`src/rtl/rxf_pkg.sv`:
```
package rxf_pkg;
    typedef enum logic [0:0] {
        CAP_HUNT = 1'b0,
        CAP_FILL = 1'b1
    } cap_state_t;

    localparam logic [1:0] IRQ_SEL_FULL = 2'b01;
endpackage

```
`src/rtl/rxf_capture.sv`:
```
module rxf_capture
    import rxf_pkg::*;
#(
    parameter int W = 8
) (
    input  logic         clk,
    input  logic         rst_n,
    input  logic         bit_in,
    input  logic         bit_vld,
    input  logic         start_hit,
    input  logic         rearm,
    input  logic         flush,
    output logic         byte_vld,
    output logic [W-1:0] byte_data,
    output logic         hunting
);
    localparam int CNTW = $clog2(W);
    localparam logic [CNTW-1:0] LAST = CNTW'(W - 1);

    cap_state_t st_q, st_d;
    logic [W-2:0]    sh_q;
    logic [CNTW-1:0] cnt_q;
    logic            take;

    // state register
    always_ff @(posedge clk or negedge rst_n) begin
        if (!rst_n) st_q <= CAP_HUNT;
        else        st_q <= st_d;
    end

    // next state
    always_comb begin
        st_d = st_q;
        unique case (st_q)
            CAP_HUNT: if (start_hit) st_d = CAP_FILL;
            CAP_FILL: st_d = CAP_FILL;
            default:  st_d = CAP_HUNT;
        endcase
        if (flush || rearm) st_d = CAP_HUNT;
    end

    assign take = (st_q == CAP_FILL) && bit_vld && !flush && !rearm;

    // bit packing
    always_ff @(posedge clk or negedge rst_n) begin
        if (!rst_n) begin
            sh_q  <= '0;
            cnt_q <= '0;
        end else if (st_q != CAP_FILL || flush || rearm) begin
            cnt_q <= '0;
        end else if (take) begin
            sh_q  <= {sh_q[W-3:0], bit_in};
            cnt_q <= (cnt_q == LAST) ? '0 : cnt_q + CNTW'(1);
        end
    end

    // outputs
    always_comb begin
        byte_vld  = take && (cnt_q == LAST);
        byte_data = {sh_q, bit_in};
        hunting   = (st_q == CAP_HUNT);
    end

    assert_start_fills_R2: assert property (@(posedge clk) disable iff (!rst_n)
        (hunting && start_hit && !rearm && !flush) |=> !hunting);
    assert_rearm_hunts_R9: assert property (@(posedge clk) disable iff (!rst_n)
        (rearm || flush) |=> hunting);
    assert_hunt_quiet_R2: assert property (@(posedge clk) disable iff (!rst_n)
        $past(hunting) && hunting |-> !byte_vld);
endmodule

```
`src/rtl/rxf_store.sv`:
```
module rxf_store #(
    parameter int W     = 8,
    parameter int DEPTH = 16
) (
    input  logic         clk,
    input  logic         rst_n,
    input  logic         flush,
    input  logic         wr_req,
    input  logic [W-1:0] wr_data,
    input  logic         rd_req,
    output logic [W-1:0] rd_data,
    output logic         empty,
    output logic         full,
    output logic         drop
);
    localparam int AW = $clog2(DEPTH);
    localparam int CW = $clog2(DEPTH + 1);
    localparam logic [AW-1:0] PMAX = AW'(DEPTH - 1);
    localparam logic [CW-1:0] CMAX = CW'(DEPTH);

    logic [W-1:0]  mem [DEPTH];
    logic [AW-1:0] wp_q, rp_q;
    logic [CW-1:0] cnt_q;
    logic          rd_fire, wr_fire;

    assign empty   = (cnt_q == '0);
    assign full    = (cnt_q == CMAX);
    assign rd_fire = rd_req && !empty && !flush;
    assign wr_fire = wr_req && !flush && (!full || rd_fire);
    assign drop    = wr_req && !flush && !wr_fire;
    assign rd_data = mem[rp_q];

    always_ff @(posedge clk) begin
        if (wr_fire) mem[wp_q] <= wr_data;
    end

    always_ff @(posedge clk or negedge rst_n) begin
        if (!rst_n) begin
            wp_q  <= '0;
            rp_q  <= '0;
            cnt_q <= '0;
        end else if (flush) begin
            wp_q  <= '0;
            rp_q  <= '0;
            cnt_q <= '0;
        end else begin
            if (wr_fire) wp_q <= (wp_q == PMAX) ? '0 : wp_q + AW'(1);
            if (rd_fire) rp_q <= (rp_q == PMAX) ? '0 : rp_q + AW'(1);
            unique case ({wr_fire, rd_fire})
                2'b10:   cnt_q <= cnt_q + CW'(1);
                2'b01:   cnt_q <= cnt_q - CW'(1);
                default: cnt_q <= cnt_q;
            endcase
        end
    end

    assert_no_overflow_R6: assert property (@(posedge clk) disable iff (!rst_n)
        (full && wr_req && !rd_req && !flush) |=> (full && $stable(rd_data)));
    assert_flush_empties_R8: assert property (@(posedge clk) disable iff (!rst_n)
        flush |=> empty);
    assert_both_keep_count_R7: assert property (@(posedge clk) disable iff (!rst_n)
        (rd_req && wr_req && !empty && !flush) |=> $stable(cnt_q));
    assert_empty_read_R4: assert property (@(posedge clk) disable iff (!rst_n)
        (empty && rd_req && !wr_req) |=> empty);
endmodule

```
`src/rtl/rx_payload_fifo.sv`:
```
module rx_payload_fifo
    import rxf_pkg::*;
#(
    parameter int DATA_W     = 8,
    parameter int FIFO_DEPTH = 16
) (
    input  logic              clk,
    input  logic              rst_n,
    input  logic              bit_in,
    input  logic              bit_vld,
    input  logic              start_hit,
    input  logic              rearm,
    input  logic              ovr_clr,
    input  logic              rd_en,
    input  logic [1:0]        irq_sel,
    output logic [DATA_W-1:0] rd_data,
    output logic              fifo_empty,
    output logic              fifo_full,
    output logic              fifo_overrun,
    output logic              irq_out,
    output logic              hunting
);
    logic              byte_vld;
    logic [DATA_W-1:0] byte_data;
    logic              drop;

    rxf_capture #(.W(DATA_W)) u_cap (
        .clk       (clk),
        .rst_n     (rst_n),
        .bit_in    (bit_in),
        .bit_vld   (bit_vld),
        .start_hit (start_hit),
        .rearm     (rearm),
        .flush     (ovr_clr),
        .byte_vld  (byte_vld),
        .byte_data (byte_data),
        .hunting   (hunting)
    );

    rxf_store #(.W(DATA_W), .DEPTH(FIFO_DEPTH)) u_store (
        .clk     (clk),
        .rst_n   (rst_n),
        .flush   (ovr_clr),
        .wr_req  (byte_vld),
        .wr_data (byte_data),
        .rd_req  (rd_en),
        .rd_data (rd_data),
        .empty   (fifo_empty),
        .full    (fifo_full),
        .drop    (drop)
    );

    always_ff @(posedge clk or negedge rst_n) begin
        if (!rst_n)       fifo_overrun <= 1'b0;
        else if (ovr_clr) fifo_overrun <= 1'b0;
        else if (drop)    fifo_overrun <= 1'b1;
    end

    assign irq_out = fifo_full && (irq_sel == IRQ_SEL_FULL);

    assert_overrun_sticky_R6: assert property (@(posedge clk) disable iff (!rst_n)
        (fifo_overrun && !ovr_clr) |=> fifo_overrun);
    assert_clear_recovers_R8: assert property (@(posedge clk) disable iff (!rst_n)
        ovr_clr |=> (!fifo_overrun && fifo_empty && hunting));
    assert_irq_route_R10: assert property (@(posedge clk) disable iff (!rst_n)
        irq_out |-> fifo_full);
    assert_full_not_empty_R5: assert property (@(posedge clk) disable iff (!rst_n)
        !(fifo_full && fifo_empty));
endmodule

```
`config.mk`:
```
export PLATFORM = sky130hd
export DESIGN_NAME = rx_payload_fifo
export DESIGN_NICKNAME = d
export VERILOG_FILES = /design/src/rtl/rxf_pkg.sv /design/src/rtl/rxf_capture.sv /design/src/rtl/rxf_store.sv /design/src/rtl/rx_payload_fifo.sv
export SDC_FILE = /design/constraint.sdc
export NUM_CORES = 1
export LEC_CHECK = 0
export ABC_AREA = 1
export CORE_MARGIN = 2
export CORE_UTILIZATION = 45
export DETAILED_ROUTE_END_ITERATION = 10
export GPL_TIMING_DRIVEN = 0
export HOLD_SLACK_MARGIN = 0.06
export PLACE_DENSITY_LB_ADDON = 0.08
export REMOVE_ABC_BUFFERS = 1
export SLEW_MARGIN = 10
export SYNTH_ARGS = -nofsm -noshare
export SYNTH_HDL_FRONTEND = slang
export SYNTH_SLANG_ARGS = --single-unit
```
`constraint.sdc`:
```
create_clock -name clk -period 2.72 [get_ports clk]
set_input_delay 0.544 -clock clk [delete_from_list [all_inputs] [get_ports clk]]
set_output_delay 0.544 -clock clk [all_outputs]
set_load 0.02 [all_outputs]
```
Word-level counts from Yosys, hierarchy flattened --
Memories as Yosys holds them, arrays and structs flattened. Index checks and enable logic that the tools add are counted.
Cells by class: muxes and demuxes 18, $add $sub $neg 5, bitwise operators 2, equality and inequality tests 7, reductions and logical operators 26
Operator list (number):
- $mux W4 | 6
- $logic_and A1 B1 Y1 | 10
- $pmux W5 S2 | 1
- $mux W3 | 3
- $add A4 B1 Y4 const B | 2
- $eq A4 B4 Y1 const B | 2
- $reduce_bool A2 Y1 | 4
- $mux W1 | 6
- $add A5 B1 Y5 const B | 1
- $eq A5 B5 Y1 const B | 1
- $logic_not A1 Y1 | 5
- $logic_not A5 Y1 | 1
- $mux W5 | 1
- $sub A5 B1 Y5 const B | 1
- $eq A2 B1 Y1 const B | 2
- $logic_or A1 B1 Y1 | 4
- $add A3 B1 Y3 const B | 1
- $eq A3 B3 Y1 const B | 1
- $reduce_bool A3 Y1 | 1
- $eq A2 B2 Y1 const B | 1
- $not A1 Y1 | 2
- $pmux W1 S2 | 1
- $reduce_and A2 Y1 | 1
Word-level totals: word-level logic and storage cells 66, RAM bits 128, flip-flop bits (word level) 25, memories kept 1
Memory list:
- u_store.mem | depth 16, bits a word 8, read ports 1, clocked after Yosys merged registers in 0, write ports 1, RTL line rxf_store.sv:21 | logic [W-1:0] mem [DEPTH];

Depth between registers and ports, before layout --
Gate-level depths: netlist of the first run.
depth after elaboration 10, gate-level depth with buffers 14

By module --
From an unflattened synthesis of the first run, not the netlist that was laid out.
Second synthesis, totals: cell total of the unflattened synthesis 556, area total of the unflattened synthesis 6526.3 um2
By module, submodules not included:
- rxf_store | cells each 491, times used 1, area an instance 5952.0 um2
- rxf_capture | cells each 60, times used 1, area an instance 531.8 um2
- rx_payload_fifo | cells each 5, times used 1, area an instance 42.5 um2

Worst setup path after synthesis of the first run --
No wires, ideal clock.
kind flip-flop to flip-flop, start register u_cap.cnt_q[0], end register u_store.cnt_q[4], path buffers 0, required time 2654 ps, cell stages (with the launch flop) 15, library setup time 66 ps, clock period less this slack 2046 ps, arrival 1980 ps, path slack 674 ps, path through dfrtp_1 -> ha_1 -> ha_1 -> nand4_4 -> nand4_2 -> fa_1 -> inv_1 -> nand3_1 -> nand2_1 -> nand2_1 -> nand2_1 -> nor2_1 -> nor2_1 -> nand3_2 -> nand2_1
Between the ends: longest elaborated chain between the ends 7, elaborated cells on any way between the ends 9
Ends and longest elaborated chain:
- start: declaration | RTL line rxf_capture.sv:22 | logic [CNTW-1:0] cnt_q;
- start signal: assignment | RTL line rxf_capture.sv:53 | cnt_q <= (cnt_q == LAST) ? '0 : cnt_q + CNTW'(1);
- $eq A3 B3 Y1 (*) | RTL line rxf_capture.sv:59 | byte_vld = take && (cnt_q == LAST);
- $logic_and A1 B1 Y1 (*) | RTL line rxf_capture.sv:59
- $logic_and A1 B1 Y1 (*) (2 in series) | RTL line rxf_store.sv:29 | assign wr_fire = wr_req && !flush && (!full || rd_fire);
- $eq A2 B1 Y1 / $eq A2 B2 Y1 (equally long branches) | RTL line rxf_store.sv:49 | unique case ({wr_fire, rd_fire})
- $pmux W5 S2 | RTL line rxf_store.sv:49
- $mux W5 | RTL line rxf_store.sv:42 | end else if (flush) begin
- end signal: assignment | RTL line rxf_store.sv:50 | 2'b10: cnt_q <= cnt_q + CW'(1);
- end signal: assignment | RTL line rxf_store.sv:51 | 2'b01: cnt_q <= cnt_q - CW'(1);
- end signal: assignment | RTL line rxf_store.sv:52 | default: cnt_q <= cnt_q;
- end: declaration | RTL line rxf_store.sv:23 | logic [CW-1:0] cnt_q;
Every way passes the cells marked *; elsewhere a longest branch is shown, timed or not. A chain may end at the register's enable or synchronous reset.

Worst setup path after layout of the first run --
start register u_store.rp_q[0], end output port rd_data[1]
Between the ends: longest elaborated chain between the ends 1
Ends and longest elaborated chain:
- start: declaration | RTL line rxf_store.sv:22 | logic [AW-1:0] wp_q, rp_q;
- start signal: assignment | RTL line rxf_store.sv:48 | if (rd_fire) rp_q <= (rp_q == PMAX) ? '0 : rp_q + AW'(1);
- $mem_v2 Z16 W8
- end: declaration | RTL line rx_payload_fifo.sv:16 | output logic [DATA_W-1:0] rd_data,
Every way passes these cells.

==> results of run 1 <==
[worst reg2reg max path, cell delays in order, from the launching register on]
cell and delay, ns:
dfrtp_1 0.35, ha_1 0.15, ha_1 0.22, nand4_4 0.14, inv_4 0.13, nand2_4 0.09
inv_8 0.10, nand2_4 0.07, nor2_1 0.69
[cell usage in the layout (no fill, tap or decap), types with 3 or more instances in the layout]
master and n:
a21oi_1 12, buf_2 7, buf_4 5, buf_6 3
bufinv_16 4, clkbuf_16 17, clkdlybuf4s50_1 12, clkinv_1 6
clkinv_2 3, dfrtp_1 23, edfxtp_1 128, ha_1 10
inv_1 35, inv_4 3, nand2_1 81, nand2_4 6
nand3_1 19, nand3_2 4, nand3_4 3, nor2_1 79
nor2_2 3, nor2_4 3, o2111ai_1 4, o2111ai_2 3
o211ai_1 23, o21ai_0 51, o21ai_1 12, o21ai_2 4
o22ai_1 8
[flip-flops by register name, indices dropped and copies added, names as in the netlist]
name / cells
u_store.mem: 128
u_cap.sh_q: 7
u_store.cnt_q: 5
u_store.rp_q: 4
u_store.wp_q: 4
u_cap.cnt_q: 3
fifo_overrun: 1
u_cap.st_q: 1
[power groups by stage]
| stage | logic [mW] | clock network (mW) | registers (mW) |
|---|---|---|---|
| 2_1_floorplan | 0.864 | 0 | 2.88 |
| 3_3_place_gp | 1.31 | 0 | 3.03 |
| 3_5_place_dp | 1.31 | 0 | 3.04 |
| 4_1_cts | 1.81 | 2.42 | 2.82 |
| 5_1_grt | 1.97 | 2.51 | 2.84 |
| 6_report | 1.80 | 2.39 | 2.82 |
[area by class of cell]
type | count | area (µm²) | share of cell area, %
multi-input cells | 339 | 1890 | 24.2
clock buffers | 19 | 433 | 5.56
inverters | 43 | 200 | 2.57
repair inverters | 1 | 11.3 | 0.145
repair buffers | 36 | 390 | 5.01
clock inverters | 13 | 158 | 2.02
well taps | 184 | 230 | 2.96
flip-flops and latches | 153 | 4480 | 57.5
[path summary, 6_finish.rpt]
kind / from / endpoint / slack, ns / cells past startpoint
max in group asynchronous: rst_n / u_store.rp_q[1]$_DFFE_PN0P_ / 2.17 / 1
worst max register to register: u_cap.cnt_q[1]$_DFFE_PN0P_ / u_store.mem[15][4]$_DFFE_PP_ / 0.39 / 8
worst max-delay path: u_store.rp_q[0]$_DFFE_PN0P_ / rd_data[1] / 0.06 / 8
worst min-delay path: rst_n / u_store.cnt_q[3]$_DFFE_PN0P_ / 0.12 / 1
min in group clk: fifo_overrun$_DFFE_PN0P_ / fifo_overrun$_DFFE_PN0P_ / 0.51 / 2
worst min register to register: fifo_overrun$_DFFE_PN0P_ / fifo_overrun$_DFFE_PN0P_ / 0.51 / 2
[kinds of logic after synthesis]
| kind of cell | Yosys count | share of synthesized area (%) |
|---|---|---|
| AOI/OAI and AO/OA | 122 | 11.1 |
| buffers and inverters | 66 | 4.30 |
| and+or+nand+nor | 204 | 14.5 |
| xor gates and xnor gates | 2 | 0.265 |
| adders and majority gates | 11 | 2.20 |
| DFF | 153 | 67.7 |
[layer usage]
metal  vias up  share of wire (%)
met3        21                4.7
li1       2045                  -
met5         -                  0
met4         0                2.0
met1      2132                 44
met2       110                 49
[what timing repair did]
| action | 4_1_cts | 5_1_grt |
|---|---|---|
| pin swaps | 6 | 6 |
| setup buffers | 11 | 2 |
| setup endpoints to repair | 8 | 16 |
| hold buffers | 0 | 0 |
| resized for setup | 44 | 12 |
| cloned | 2 | 0 |
==> results.sh, run 1 <==
export IMPL_final_core_util_pct=54.0
export IMPL_combPwrFrac_pct=25.7
export IMPL_wl_per_cell_um=20.4
export IMPL_skew_ns=0.00539
export IMPL_start_util_pct=45.8
export IMPL_routed_wl_um=16100
export IMPL_busiest_layer="met2"
export IMPL_met1_usage_pct=29.2
export IMPL_nets=612
export IMPL_p_int_mw=4.84
export IMPL_seqPwrFrac_pct=40.2
export IMPL_setup_viol=0
export IMPL_placedInstanceArea_um2=6950
export IMPL_slew_violations=0
export IMPL_met3_usage_pct=4.66
export IMPL_grt_total_usage_pct=21.5
export IMPL_path_max_fanout=20
export IMPL_first_global_vias=4224
export IMPL_syn_inst=558
export IMPL_start_kind="register"
export IMPL_switching_share_pct=31.1
export IMPL_ant_nets=0
export IMPL_hold_path_class="input pin to asynchronous set/reset pin"
export IMPL_cp_common_cell="buf_12"
export IMPL_worst_slew_pin_slew_ns=0.907
export IMPL_firstDrtPassIters=4
export IMPL_seq_area_frac_synth_pct=67.7
export IMPL_cts_tree="yes"
export IMPL_crit_buf_inv=3
export IMPL_die_height_um=125
export IMPL_pwr_share_clk_pct=34.1
export IMPL_fin_crit_sh_pct=97.7
export IMPL_hpwl_um=8840
export IMPL_numClockSinks=153
export IMPL_ys_ff_latch=153
export IMPL_die_w_um=125
export IMPL_synth_area_leader_cell="edfxtp_1"
export IMPL_netlist_top_cells_area="edfxtp_1 (58%), dfrtp_1 (9.5%), nand2_1 (4.6%)"
export IMPL_htreeDepth=4
export IMPL_place_ws_ns=-0.955
export IMPL_root_buffer="clkbuf_16"
export IMPL_row_count=44
export IMPL_layout_drive_gt1_share_pct=14.6
export IMPL_drt_iter0_drc=271
export IMPL_area_delta_synth_final_pct=17.9
export IMPL_final_setup_tns_ns=0
export IMPL_via_count=4308
export IMPL_maxCapViolations=0
export IMPL_clock_latency_ns=0.42
export IMPL_ir_worst_vdd_mv=0.474
export IMPL_crit_chain="buf_12 > buf_12 > a21oi_1 > o21ai_0 > o211ai_1 > o2111ai_2 > nand2_1 > clkdlybuf4s15_2"
export IMPL_synth_commonest_cells="edfxtp_1 (128), nand2_1 (81), nor2_1 (81)"
export IMPL_gp_congestion=0.799
export IMPL_io_buffers=22
export IMPL_antenna_found_initial=0
export IMPL_critPathMaxStageDelay_ns=0.49
export IMPL_crit_path_end_kind="primary output"
export IMPL_relSlewSlack_pct=39.3
export IMPL_arrival_ns=2.11
export IMPL_yosysWarnings=0
export IMPL_grt_overflow=0
export IMPL_yosys_most_used_dff="edfxtp_1"
export IMPL_hold_ws_ns=0.116
export IMPL_fillCellCount=1252
export IMPL_syn_area_um2=6610
export IMPL_critPathKind="register to primary output"
export IMPL_fin_ws_ns=0.0612
export IMPL_core_um2=14400
export IMPL_grt_max_degree=27
export IMPL_numCtsBuffers=17
export IMPL_synth_edf_count=128
export IMPL_grt_pass1_wl_um=25000
export IMPL_avgViaCountPerCell=5.47
export IMPL_fin_cells=788
export IMPL_clk_pin_slew_ns=0.06
export IMPL_period_needed_ns=2.66
export IMPL_syn_avg_cell_area_um2=11.8
export IMPL_total_power_mw=7.02
export IMPL_antenna_cells=0
export IMPL_synth_top_cell_area_share_pct=58.2
export IMPL_yosysMostFrequentCell="edfxtp_1"
export IMPL_synth_distinct_cells=36
export IMPL_clockBufferDepth=2
export IMPL_p_per_area_nw_per_um2=902
export IMPL_cp_top_family="buffers and inverters"
export IMPL_dp_cells=741
export IMPL_rsz0062_at_grt="true"
export IMPL_post_route_drc_count=0
export IMPL_synthArstFlopShare_pct=16.3
export IMPL_use_met2_pct=34.9
export IMPL_crit_path_top_delay_cell="dfrtp_4"
export IMPL_final_area_um2=7790
export IMPL_p_leak_nw=2.98
export IMPL_p_sw_mw=2.18
export IMPL_hold_violations=0
export IMPL_die_area_um2=15700
export IMPL_status="finished, final reports clean"
export IMPL_io_pins=23
export IMPL_fmax_mhz=376
export IMPL_crit_required_ns=2.18
No activity file was read; power rests on OpenSTA's default activity.
==> inputs of run 2 (changes only) <==
--- a/config.mk
+++ b/config.mk
@@ -6,6 +6,7 @@
 export NUM_CORES = 1
 export LEC_CHECK = 0
 export ABC_AREA = 1
+export CAP_MARGIN = 25
 export CORE_MARGIN = 2
 export CORE_UTILIZATION = 45
 export DETAILED_ROUTE_END_ITERATION = 10
==> results.sh, run 2 (synthesis results as in run 1) <==
export IMPL_gp_congestion=0.799
export IMPL_largest_reg_flops=128
export IMPL_fin_crit_sh_pct=98.7
export IMPL_firstDrtPassIters=5
export IMPL_skew_ns=0.00383
export IMPL_root_buffer="clkbuf_16"
export IMPL_antenna_found_initial=0
export IMPL_die_area_um2=15700
export IMPL_start_kind="register"
export IMPL_wl_per_cell_um=20.7
export IMPL_grt_pass1_wl_um=24900
export IMPL_rsz0062_at_grt="true"
export IMPL_die_w_um=125
export IMPL_layout_commonest_cell="edfxtp_1"
export IMPL_crit_path_end_kind="primary output"
export IMPL_total_power_mw=6.71
export IMPL_period_needed_ns=2.69
export IMPL_hold_ws_ns=0.511
export IMPL_htreeDepth=4
export IMPL_post_route_drc_count=0
export IMPL_r2r_end="u_store.mem[5][5]$_DFFE_PP_"
export IMPL_start_util_pct=45.8
export IMPL_maxCapViolations=0
export IMPL_grt_max_degree=41
export IMPL_core_um2=14400
export IMPL_relSlewSlack_pct=43.5
export IMPL_hold_depth=2
export IMPL_row_count=44
export IMPL_cts_tree="yes"
export IMPL_hold_path_end="fifo_overrun$_DFFE_PN0P_"
export IMPL_worstHoldStart="fifo_overrun$_DFFE_PN0P_"
export IMPL_place_ws_ns=-0.931
export IMPL_mostFrequentLayoutCells="edfxtp_1 (128), nand2_1 (81), nor2_1 (75)"
export IMPL_reg_top3="u_store.mem (128), u_cap.sh_q (7), u_store.cnt_q (5)"
export IMPL_p_per_area_nw_per_um2=863
export IMPL_clk_pin_slew_ns=0.05
export IMPL_route_layer_met1_wl_um=7180
export IMPL_numCtsBuffers=17
export IMPL_die_height_um=125
export IMPL_drt_iter0_drc=320
export IMPL_avgViaCountPerCell=5.58
export IMPL_first_global_vias=4249
export IMPL_r2r_start="u_cap.cnt_q[0]$_DFFE_PN0P_"
export IMPL_wl_met2_um=7700
export IMPL_layout_drive_gt1_share_pct=15.4
export IMPL_clockBufferDepth=2
export IMPL_area_delta_synth_final_pct=17.7
export IMPL_crit_required_ns=2.18
export IMPL_antenna_cells=0
export IMPL_fmax_mhz=372
export IMPL_regMostFlops="u_store.mem"
export IMPL_route_top_layer_used="met4"
export IMPL_arrival_ns=2.14
export IMPL_worst_slew_pin_slew_ns=0.845
export IMPL_clock_latency_ns=0.41
export IMPL_numClockSinks=153
export IMPL_grt_overflow=0
export IMPL_routed_wl_um=16300
export IMPL_ant_nets=0
export IMPL_ir_worst_vdd_mv=0.405
export IMPL_fin_ws_ns=0.0341
export IMPL_setup_viol=0
export IMPL_io_buffers=22
export IMPL_critPathKind="register to primary output"
export IMPL_slew_violations=0
export IMPL_wl_met3_um=938
export IMPL_path_max_fanout=9
export IMPL_p_leak_nw=2.95
export IMPL_hpwl_um=8900
export IMPL_io_pins=23
export IMPL_hold_path_class="register to register"
export IMPL_via_count=4392
export IMPL_r2r_setup_slack_ns=0.41
export IMPL_hold_violations=0
export IMPL_grt_total_usage_pct=21.6
export IMPL_reg2regPathDepth=8
export IMPL_nets=615
export IMPL_status="finished, final reports clean"
run 2: cell count changes in the layout (fill, tap and decap cells not counted), sizes merged:
cell,previous run,this run
buf,19,23
bufinv,4,0
clkdlybuf4s50,12,13
clkinv,9,6
clkinvlp,2,4
inv,42,41
run 2: how the worst max path moves through the flow:
stage / from / endpoint / slack (ns)
3_3_place_gp: u_store.rp_q[0]$_DFFE_PN0P_ / rd_data[0] / -2.61
6_report: u_store.rp_q[1]$_DFFE_PN0P_ / rd_data[6] / 0.03
5_1_grt: u_store.rp_q[1]$_DFFE_PN0P_ / rd_data[6] / -0.07
2_1_floorplan: u_store.rp_q[0]$_DFFE_PN0P_ / rd_data[1] / -0.51
3_5_place_dp: u_store.rp_q[0]$_DFFE_PN0P_ / rd_data[0] / -0.93
4_1_cts: u_store.rp_q[0]$_DFFE_PN0P_ / rd_data[3] / -0.02
run 2: through the flow:
stage                     utilization [%]  setup TNS (ns)  cells  instance area (µm²)
after floorplan                         -           -3.96    535                 6490
after global placement               48.2          -55.28    741                 6950
after detailed placement             48.4          -42.58    742                 6980
after CTS                            53.6         -0.0160    784                 7720
after global routing                 53.9          -0.114    787                 7770
final                                53.9               0    787                 7770
run 2: what timing repair did:
action                     in CTS  in global routing
hold buffers                    0                  0
pin swaps                       4                  6
resized for setup              41                 28
cloned                          3                  0
buffers inserted               11                  3
setup endpoints to repair       8                 40
run 2: cell type report:
cell class              count  area [µm²]
clock buffers              21         440
multi-input cells         339        1910
repair buffers             39         464
clock inverters             7        32.5
fillers                  1238        6650
well taps                 184         230
repair inverters            1        11.3
inverters                  43         204
flip-flops and latches    153        4480
run 2: power by group:
| part | internal, mW | switching, mW | leakage, nW |
|---|---|---|---|
| Clock | 1.13 | 0.846 | 0.228 |
| Sequential | 2.66 | 0.164 | 1.59 |
| Combinational | 0.729 | 1.18 | 1.13 |
| Total | 4.52 | 2.19 | 2.95 |
run 2: worst max-delay path, cell delays in order, from the launching register on:
cell	delay, ns
dfrtp_4	0.55
clkinvlp_4	0.25
buf_4	0.20
o21ai_0	0.07
o22ai_1	0.13
o211ai_1	0.18
nand2_1	0.08
clkdlybuf4s15_2	0.26
run 2: routing by layer:
metal	GRT usage, %	vias up
met1	29.9	2145
met4	10.6	0
li1	-	2054
met2	33.6	161
met5	0	-
met3	3.64	32
